File: config.mk
export PLATFORM = sky130hd
export DESIGN_NAME = xfer_align_unit
export DESIGN_NICKNAME = d
export VERILOG_FILES = /design/src/rtl/xfer_align_pkg.sv /design/src/rtl/xfer_target_calc.sv /design/src/rtl/xfer_fault_detect.sv /design/src/rtl/xfer_align_unit.sv
export SDC_FILE = /design/constraint.sdc
export NUM_CORES = 1
export LEC_CHECK = 0
export ABC_AREA = 1
export BUFFER_PORTS_ARGS = -buffer_cell sky130_fd_sc_hd__buf_2
export CAP_MARGIN = 20
export CELL_PAD_IN_SITES_DETAIL_PLACEMENT = 1
export CELL_PAD_IN_SITES_GLOBAL_PLACEMENT = 1
export CORE_MARGIN = 2
export CORE_UTILIZATION = 37
export CTS_CLUSTER_DIAMETER = 80
export DETAILED_ROUTE_END_ITERATION = 16
export PLACE_DENSITY_LB_ADDON = 0.05
export RECOVER_POWER = 100
export REMOVE_ABC_BUFFERS = 1
export SYNTH_ARGS = -nofsm -noshare
export SYNTH_HDL_FRONTEND = slang
export SYNTH_HIERARCHICAL = 1
export SYNTH_SLANG_ARGS = --single-unit
File: constraint.sdc
create_clock -name clk -period 4.8 [get_ports clk]
set_input_delay 0.24 -clock clk [delete_from_list [all_inputs] [get_ports clk]]
set_output_delay 0.24 -clock clk [all_outputs]
set_load 0.01 [all_outputs]
File: src/rtl/xfer_align_pkg.sv
package xfer_align_pkg;
  typedef enum logic [2:0] {
    XK_SEQ  = 3'd0,
    XK_JAL  = 3'd1,
    XK_JALR = 3'd2,
    XK_BR   = 3'd3,
    XK_TRET = 3'd4
  } xfer_kind_e;
endpackage

File: src/rtl/xfer_target_calc.sv
module xfer_target_calc
  import xfer_align_pkg::*;
#(
  parameter int XLEN = 32
) (
  input  xfer_kind_e       kind,
  input  logic [XLEN-1:0]  pc,
  input  logic [XLEN-1:0]  target,
  input  logic             taken,
  input  logic             len16,
  output logic [XLEN-1:0]  eff_tgt,
  output logic [XLEN-1:0]  fallthru,
  output logic             redirect
);
  always_comb begin
    fallthru = pc + (len16 ? XLEN'(2) : XLEN'(4));
    eff_tgt  = fallthru;
    redirect = 1'b0;
    case (kind)
      XK_JAL:  begin eff_tgt = target;                    redirect = 1'b1; end
      XK_JALR: begin eff_tgt = {target[XLEN-1:1], 1'b0};  redirect = 1'b1; end
      XK_BR:   if (taken) begin eff_tgt = target;         redirect = 1'b1; end
      XK_TRET: begin eff_tgt = target;                    redirect = 1'b1; end
      default: ;
    endcase
  end
endmodule

File: src/rtl/xfer_fault_detect.sv
module xfer_fault_detect
  import xfer_align_pkg::*;
#(
  parameter int XLEN       = 32,
  parameter bit TRET_ALIGN = 1'b1
) (
  input  xfer_kind_e       kind,
  input  logic             redirect,
  input  logic [XLEN-1:0]  eff_tgt,
  input  logic [XLEN-1:0]  pc,
  input  logic             c_en,
  output logic             fault,
  output logic [XLEN-1:0]  fault_addr,
  output logic [XLEN-1:0]  dest
);
  logic            bad_tgt;
  logic            tret_round;
  logic [XLEN-1:0] round_mask;

  assign bad_tgt    = eff_tgt[0] | (eff_tgt[1] & ~c_en);
  assign round_mask = ~{{(XLEN-2){1'b0}}, ~c_en, 1'b1};

  generate
    if (TRET_ALIGN) begin : g_round
      assign tret_round = 1'b1;
    end else begin : g_raise
      assign tret_round = 1'b0;
    end
  endgenerate

  always_comb begin
    fault      = 1'b0;
    fault_addr = eff_tgt;
    dest       = eff_tgt;
    case (kind)
      XK_JAL, XK_JALR, XK_BR: fault = redirect & bad_tgt;
      XK_TRET: begin
        if (bad_tgt) begin
          if (tret_round) dest  = eff_tgt & round_mask;
          else            fault = 1'b1;
        end
      end
      default: begin
        fault      = pc[1] & ~c_en;
        fault_addr = pc;
      end
    endcase
  end
endmodule

File: src/rtl/xfer_align_unit.sv
module xfer_align_unit
  import xfer_align_pkg::*;
#(
  parameter int          XLEN           = 32,
  parameter int          REG_AW         = 5,
  parameter int          CAUSE_W        = 6,
  parameter int          MISALIGN_CAUSE = 0,
  parameter bit          TRET_ALIGN     = 1'b1,
  parameter bit          TVAL_ZERO      = 1'b0,
  parameter logic [31:0] RESET_PC       = 32'h0
) (
  input  logic               clk,
  input  logic               rst,
  input  logic               in_valid,
  input  logic [2:0]         in_kind,
  input  logic [XLEN-1:0]    in_pc,
  input  logic [XLEN-1:0]    in_target,
  input  logic               in_taken,
  input  logic               in_len16,
  input  logic [REG_AW-1:0]  in_rd,
  input  logic               in_c_en,
  input  logic [XLEN-1:0]    trap_vec,
  output logic               out_valid,
  output logic [XLEN-1:0]    next_pc,
  output logic               trap_valid,
  output logic [CAUSE_W-1:0] trap_cause,
  output logic [XLEN-1:0]    trap_epc,
  output logic [XLEN-1:0]    trap_tval,
  output logic               rd_we,
  output logic [REG_AW-1:0]  rd_idx,
  output logic [XLEN-1:0]    rd_data
);
  localparam logic [CAUSE_W-1:0] CAUSE_CODE = CAUSE_W'(MISALIGN_CAUSE);
  localparam logic [XLEN-1:0]    PC_INIT    = XLEN'(RESET_PC);

  xfer_kind_e      kind;
  logic [XLEN-1:0] eff_tgt, fallthru, fault_addr, dest;
  logic            redirect, fault, link_ok;

  assign kind = xfer_kind_e'(in_kind);

  xfer_target_calc #(.XLEN(XLEN)) u_calc (
    .kind     (kind),
    .pc       (in_pc),
    .target   (in_target),
    .taken    (in_taken),
    .len16    (in_len16),
    .eff_tgt  (eff_tgt),
    .fallthru (fallthru),
    .redirect (redirect)
  );

  xfer_fault_detect #(.XLEN(XLEN), .TRET_ALIGN(TRET_ALIGN)) u_fault (
    .kind       (kind),
    .redirect   (redirect),
    .eff_tgt    (eff_tgt),
    .pc         (in_pc),
    .c_en       (in_c_en),
    .fault      (fault),
    .fault_addr (fault_addr),
    .dest       (dest)
  );

  assign link_ok = (kind == XK_JAL || kind == XK_JALR) && !fault && (in_rd != '0);

  always_ff @(posedge clk) begin
    if (rst) begin
      out_valid  <= 1'b0;
      next_pc    <= PC_INIT;
      trap_valid <= 1'b0;
      trap_cause <= '0;
      trap_epc   <= '0;
      trap_tval  <= '0;
      rd_we      <= 1'b0;
      rd_idx     <= '0;
      rd_data    <= '0;
    end else begin
      out_valid  <= in_valid;
      trap_valid <= in_valid && fault;
      trap_cause <= '0;
      trap_epc   <= '0;
      trap_tval  <= '0;
      rd_we      <= 1'b0;
      rd_idx     <= '0;
      rd_data    <= '0;
      if (in_valid) begin
        if (fault) begin
          next_pc    <= trap_vec;
          trap_cause <= CAUSE_CODE;
          trap_epc   <= in_pc;
          trap_tval  <= TVAL_ZERO ? '0 : fault_addr;
        end else begin
          next_pc <= dest;
        end
        if (link_ok) begin
          rd_we   <= 1'b1;
          rd_idx  <= in_rd;
          rd_data <= fallthru;
        end
      end
    end
  end
endmodule

==> reports/metrics.yaml, run 1 <==
cts_root_buf: "clkbuf_16"
die-area_um2: 19800
cts.clk_slew.worst_paths_ns: 0.06
place_hpwl_um: 16480
vias_per_cell: 4.641
grt_max_degree: 39
clock_latency_ns: 0.42
cts_buffers: 17
p_sw_share_pct: 28.76
cp_data_arrival_time_ns: 4.03
grt.total_usage_pct: 23.69
cts.path.max_buffers: 2
antenna_cells: 0
cp_num_buf_inv: 5
wl_met1_um: 10620
drive_above_1_share_pct: 15.83
top_layer_used: "met4"
die_height_um: 140.7
grt_overflow: 0
r2r_setup_slack_ns: 4.08
setup_viol: 0
async_reset_ff_share_pct: 0
p_int_mw: 2.138
clkPwrFrac_pct: 45.5
crit_top_cell: "nand2_1"
worstSetupPathType: "in2reg"
met2WireLength_um: 10690
synthCells: 1008
violations: "capacitance limit, slew limit"
synth-edff-count: 0
fin_crit_sh_pct: 76.52
vias: 6720
slowest_stage: "nand2_1"
worst_slew_pin_slew_ns: 1.690
synth_warnings: 6
synth_most_common_cell: "nand2_1"
gp_congestion: 0.8407
regArea_um2: 2723
synthFlopType: "dfxtp_1"
status: "finished, violations left"
cts_resized: 0
vdd_ir_drop_max_mv: 0.2390
r2r_cells: 2
pwr-share-comb_pct: 15.0
first_global_vias: 6871
synth_area_um2: 6914
cts_tree: "yes"
final_hold_viol_count: 0
critPathTopFamily: "simple AND/OR/NAND/NOR gates"
cp.required_ns: 5.15
power_frac_seq_pct: 39.5
firstDrtPassIters: 4
routed_wl_um: 23060
start_util_pct: 38.10
utilization_pct: 45.85
endpoint: "trap_tval[12]$_SDFF_PP0_"
cp_max_fo: 38
tns_ns: 0
report.final.slew_viol_count: 34
maxCapViolCount: 1
clock.fmax_mhz: 272.3
antenna_found_initial: 0
post_cts_buffers: 0
path_cells: "buf_2, nand2_1, nand2_1, nor2_1, a21oi_1, nand2_2, buf_4, inv_2, nand2_1, o21ai_0, inv_1, nand2_1, nand3_1, nand2_2, nand2_1, buf_4, nor2_1"
synth_commonest_cells: "262 x nand2_1, 148 x inv_1, 136 x dfxtp_1"
syn_avg_cell_area_um2: 6.859
start_kind: "input port"
h-tree-depth: 4
wl_met3_um: 1486
port-buffer-count: 245
clock_skew_ns: 0
synth_top_area_share_pct: 39.38
cp-startpoint: "in_kind[2]"
synth_cell_types: 33
cp-end-kind: "flip-flop"
rr_endpoint: "next_pc[24]$_SDFFE_PP0P_"
area_delta_synth_final_pct: 20.34
nets: 1319
powerDensity_nw_per_um2: 360.7
drc: 0
ys_ff_latch: 136
max-slew-margin-rel_pct: -12.64
multi_input_area_um2: 3020
synth_area_leader_cell: "dfxtp_1"
num_io_pins: 252
synth_area_leaders: "dfxtp_1 39%, nand2_1 14%, inv_1 8.0%, nor2_1 6.8%, nand3_1 5.1%"
grt_pass1_wl_um: 36900
switchingPower_mw: 0.8630
r2r_start: "next_pc[24]$_SDFFE_PP0P_"
hold_path.class: "in2reg"
die_w_um: 140.7
synth_seq_area_share_pct: 39.38
core_um2: 18150
leakage_nw: 4.226
fin_crit_ns: 3.673
num_rows: 49
postCtsHoldBufs: 0
clkSinkCount: 136
worst-path-stages: 17
slowest_delay_ns: 0.80
fill_cells: 2465
rsz0062_at_grt: "false"
drtIter0Drc: 183
wl_per_cell_um: 15.93
ant_nets: 0
## worst register-to-register path: stages, from the launching register on
cell,delay [ns]
dfxtp_1,0.33
o21ai_0,0.08
a21oi_1,0.23
## worst min path at each step
| stage | startpoint | end | slack, ns | depth (start not counted) |
|---|---|---|---|---|
| 4_1_cts | in_rd[4] | rd_idx[4]$_SDFF_PP0_ | 0.04 | 3 |
| 5_1_grt | in_rd[4] | rd_idx[4]$_SDFF_PP0_ | 0.06 | 3 |
| 3_5_place_dp | in_rd[4] | rd_idx[4]$_SDFF_PP0_ | 0.48 | 3 |
| 3_3_place_gp | in_rd[4] | rd_idx[4]$_SDFF_PP0_ | 0.48 | 3 |
| 2_1_floorplan | in_pc[0] | rd_data[0]$_SDFF_PP0_ | 0.35 | 2 |
| 6_report | in_rd[4] | rd_idx[4]$_SDFF_PP0_ | 0.05 | 3 |
## cell type report
type,instances,share of cell area [%]
clock inverter,14,2.105
clock buffer,18,5.158
tap,229,3.444
inverter,154,6.947
multi-input combinational,644,36.30
timing repair buffer,253,13.32
sequential,136,32.72
## cell usage in the layout (no fill, tap or decap), types with 3 or more instances in the layout
master,instances
nand2_1,260
inv_1,149
clkbuf_1,139
dfxtp_1,136
nor2_1,132
buf_2,109
nand3_1,70
a21oi_1,66
o21ai_0,35
nor2_4,20
clkbuf_16,17
and2_1,15
nand2_2,7
conb_1,6
buf_4,6
inv_2,5
nor2_2,5
clkinv_4,4
xnor2_1,4
clkinvlp_4,3
bufinv_16,3
xor2_1,3
o21ai_1,3
or2_2,3
o21bai_1,3
nand2_4,3
## metrics by stage
step	hold WS (ns)	power, mW	instance area (µm²)	std cells	setup slack, ns
final	0.05470	3.001	8320	1448	1.127
after CTS	0.03959	3.045	8549	1448	1.435
after detailed placement	0.4837	1.677	7945	1416	1.046
after global placement	0.4820	1.671	7945	1416	1.178
after global routing	0.06094	3.143	8320	1448	0.6639
after floorplan	0.3522	1.472	6357	934	0.9816
## state kept, by name (all words and copies together) (netlist names)
name / flops
out_valid: 1
next_pc: 32
rd_data: 32
rd_we: 1
rd_idx: 5
trap_tval: 32
trap_valid: 1
trap_epc: 32
## routing by layer
metal	vias to the layer above	GRT usage, %
li1	3386	-
met1	3109	30.57
met2	204	40.03
met3	21	6.012
met4	0	5.421
met5	-	0
## power groups by stage
| stage | Combinational (mW) | Clock [mW] | Sequential [mW] |
|---|---|---|---|
| after detailed placement | 0.467 | 0 | 1.21 |
| final | 0.450 | 1.36 | 1.19 |
| after global routing | 0.514 | 1.44 | 1.19 |
| after global placement | 0.461 | 0 | 1.21 |
| after CTS | 0.471 | 1.39 | 1.19 |
| after floorplan | 0.241 | 0 | 1.23 |
## logic make-up (layout without fill, tap and decap cells)
| family | after synthesis | in the layout | synth area share, % |
|---|---|---|---|
| buf+inv | 233 | 439 | 16.68 |
| compound gates | 109 | 109 | 8.252 |
| fa+ha+maj | 3 | 3 | 0.6514 |
| simple gates | 517 | 517 | 33.62 |
| xor+xnor | 9 | 9 | 1.357 |
| other cells | 1 | 6 | 0.05424 |
| flops | 136 | 136 | 39.38 |
(Power assumes the default switching activity.)
==> run 2: changes to the inputs <==
- ABC_AREA: 1 -> 0
- CORE_UTILIZATION: 37 -> 36
- clock period: 4.8 -> 3.63 ns (I/O delays scaled with it)
==> run 2 against run 1 <==
- register-to-register slack worse by 1.2 ns
- hold slack got worse by 0.038 ns
- critical endpoint is now next_pc[4]$_SDFFE_PP0P_
- largest cell class unchanged
- largest power group is now registers
- area after synthesis fell by 7.7%
- the flow still finishes with violations (capacitance limit, slew limit)
- clock power rose by 12%
==> reports/metrics.yaml, run 2 <==
first_global_vias: 5646  # -18%
status: "finished, violations left"
antenna_found_initial: 2  # +2
fin_crit_ns: 3.070
h-tree-depth: 4  # unchanged
grt_overflow: 0  # unchanged
vias_per_cell: 5.087  # +9.6%
place_hpwl_um: 14640  # -11%
leakage_nw: 3.369  # -20%
gp_congestion: 0.7632  # -9.2%
power.total_mw: 3.691  # +23%
nets: 975  # -26%
powerDensity_nw_per_um2: 472.0  # +31%
vias: 5596  # -17%
synth_cell_types: 57  # +73%
final_common_cell: "clkbuf_1"
maxCapViolCount: 2  # +1
dpl_cell_area_um2: 7532  # -5.2%
ant_nets: 0  # unchanged
violations: "capacitance limit, slew limit"
cts_resized: 0  # unchanged
cts_buffers: 17  # unchanged
synthFlopType: "dfxtp_1"
grt_max_degree: 98  # +150%
cp_data_arrival_time_ns: 3.40  # -0.63 ns
report.final.slew_viol_count: 39  # +15%
post_cts_buffers: 0  # unchanged
synth_most_common_cell: "dfxtp_1"
die_w_um: 137.2  # -2.5%
worst_slew_pin_slew_ns: 2.672  # +0.9823 ns
syn_avg_cell_area_um2: 9.658  # +41%
r2r_setup_slack_ns: 2.90  # -1.18 ns
clock_latency_ns: 0.41  # about the same
die-area_um2: 18810  # -5.0%
vdd_ir_drop_max_mv: 0.3156  # +32%
synth_seq_area_share_pct: 42.65  # +3.3 points
clock_skew_ns: 0  # unchanged
die_height_um: 137.2  # -2.5%
async_reset_ff_share_pct: 0  # unchanged
num_io_pins: 252  # unchanged
ys_ff_latch: 136  # unchanged
hold_path.class: "in2reg"
grt_pass1_wl_um: 30990  # -16%
max-slew-margin-rel_pct: -78.50  # -66 points
start_util_pct: 36.91  # -1.2 points
cp-end-kind: "flip-flop"
rsz0062_at_grt: "false"
area_delta_synth_final_pct: 22.52
drc: 0  # unchanged
most-common-layout-cells: "141 x clkbuf_1, 136 x dfxtp_1, 109 x buf_2, 69 x and3_1, 52 x nor2_1"
num_rows: 48  # -2.0%
port-buffer-count: 245  # unchanged
synth_warnings: 6  # unchanged
clkSinkCount: 136  # unchanged
synth-edff-count: 0  # unchanged
cts.path.max_buffers: 2  # unchanged
final_hold_viol_count: 0  # unchanged
synth_commonest_cells: "136 x dfxtp_1, 69 x and3_1, 52 x nor2_1"
start_kind: "input port"
synth_top_area_share_pct: 42.65  # +3.3 points
wl_per_cell_um: 18.70  # +17%
firstDrtPassIters: 4  # unchanged
cp_max_fo: 71  # +87%
synth_area_leader_cell: "dfxtp_1"
fin_crit_sh_pct: 84.58
tns_ns: 0  # unchanged
setup_viol: 0  # unchanged
cts_tree: "yes"
drtIter0Drc: 194  # +6.0%
grt.total_usage_pct: 21.71  # -2.0 points
synth_area_leaders: "dfxtp_1 43%, mux2_2 7.2%, and3_1 6.8%, mux2i_1 5.2%, buf_4 4.4%"
final_area_um2: 7821  # -6.0%
drive_above_1_share_pct: 24.14  # +8.3 points
synthCells: 661  # -34%
worstSetupPathType: "in2reg"
utilization_pct: 45.22  # -0.63 points
cts.clk_slew.worst_paths_ns: 0.06  # about the same
clock.fmax_mhz: 325.7
synth_area_um2: 6384  # -7.7%
cp.required_ns: 3.95  # -1.20 ns
routed_wl_um: 20570  # -11%
core_um2: 17300  # -4.7%
cts_root_buf: "clkbuf_16"
-- run 2: per-layer routing --
layer | track usage [%] | routed length (µm) | vias up | part of all wire (%)
met5 | 0 | 13 | - | 0.063
met4 | 6.816 | 297 | 2 | 1.4
met3 | 6.333 | 1472 | 24 | 7.2
met2 | 36.40 | 9924 | 167 | 48
met1 | 26.79 | 8863 | 2692 | 43
li1 | - | - | 2711 | -
-- run 2: cell type report --
class	instances	area, µm²
Antenna cell	1	2.502
Clock buffer	22	454.2
Clock inverter	9	53.80
Fill cell	2100	9475
Inverter	14	52.55
Multi-Input combinational cell	435	3082
Sequential cell	136	2723
Tap cell	225	281.5
Timing Repair Buffer	258	1172
-- run 2: stage by stage --
stage | hold slack, ns | setup WS (ns) | instances
floorplan | 0.2543 | -3.744 | 585
global placement | 0.4269 | 0.5135 | 1066
detailed placement | 0.4318 | 0.4198 | 1066
CTS | 0.006686 | 0.8369 | 1098
global route | 0.003399 | 0.3560 | 1099
finish | 0.01639 | 0.5597 | 1100
-- run 2: final timing paths --
path,start,end,cells past startpoint
hold / removal,in_rd[4],rd_idx[4]$_SDFF_PP0_,2
setup / recovery,in_kind[2],next_pc[4]$_SDFFE_PP0P_,12
hold reg to reg,next_pc[22]$_SDFFE_PP0P_,next_pc[22]$_SDFFE_PP0P_,2
setup reg to reg,next_pc[14]$_SDFFE_PP0P_,next_pc[14]$_SDFFE_PP0P_,2
-- run 2: kinds of logic (layout without fill, tap and decap cells) --
family	count (synthesis)	after routing	synth area share (%)
compound gates	73	73	8.409
xor+xnor	19	19	2.724
fa+ha+maj	3	3	0.7056
buf+inv	95	303	8.585
flops	136	136	42.65
mux	76	76	12.88
other cells	1	7	0.05874
simple gates	258	258	23.99
-- run 2: worst max-delay path, cell delays in order --
cell and delay (ns):
buf_2 0.18, or3_1 0.38, nand3_1 0.15, nand2_1 0.07, nand2_1 0.10, nor2b_1 0.15
o221ai_1 0.17, o21ai_4 0.10, clkbuf_1 1.09, buf_16 0.36, mux2i_1 0.13, a211oi_1 0.26
-- run 2: power by group --
| group | internal, mW | switching [mW] | total [mW] |
|---|---|---|---|
| Sequential | 1.55 | 0.0245 | 1.58 |
| Clock | 0.879 | 0.649 | 1.53 |
| Combinational | 0.248 | 0.340 | 0.588 |
-- run 2: what timing repair did --
action,CTS,global route
endpoints found under the setup margin,0,0
endpoints found under the hold margin,1,0
hold buffers,1,0
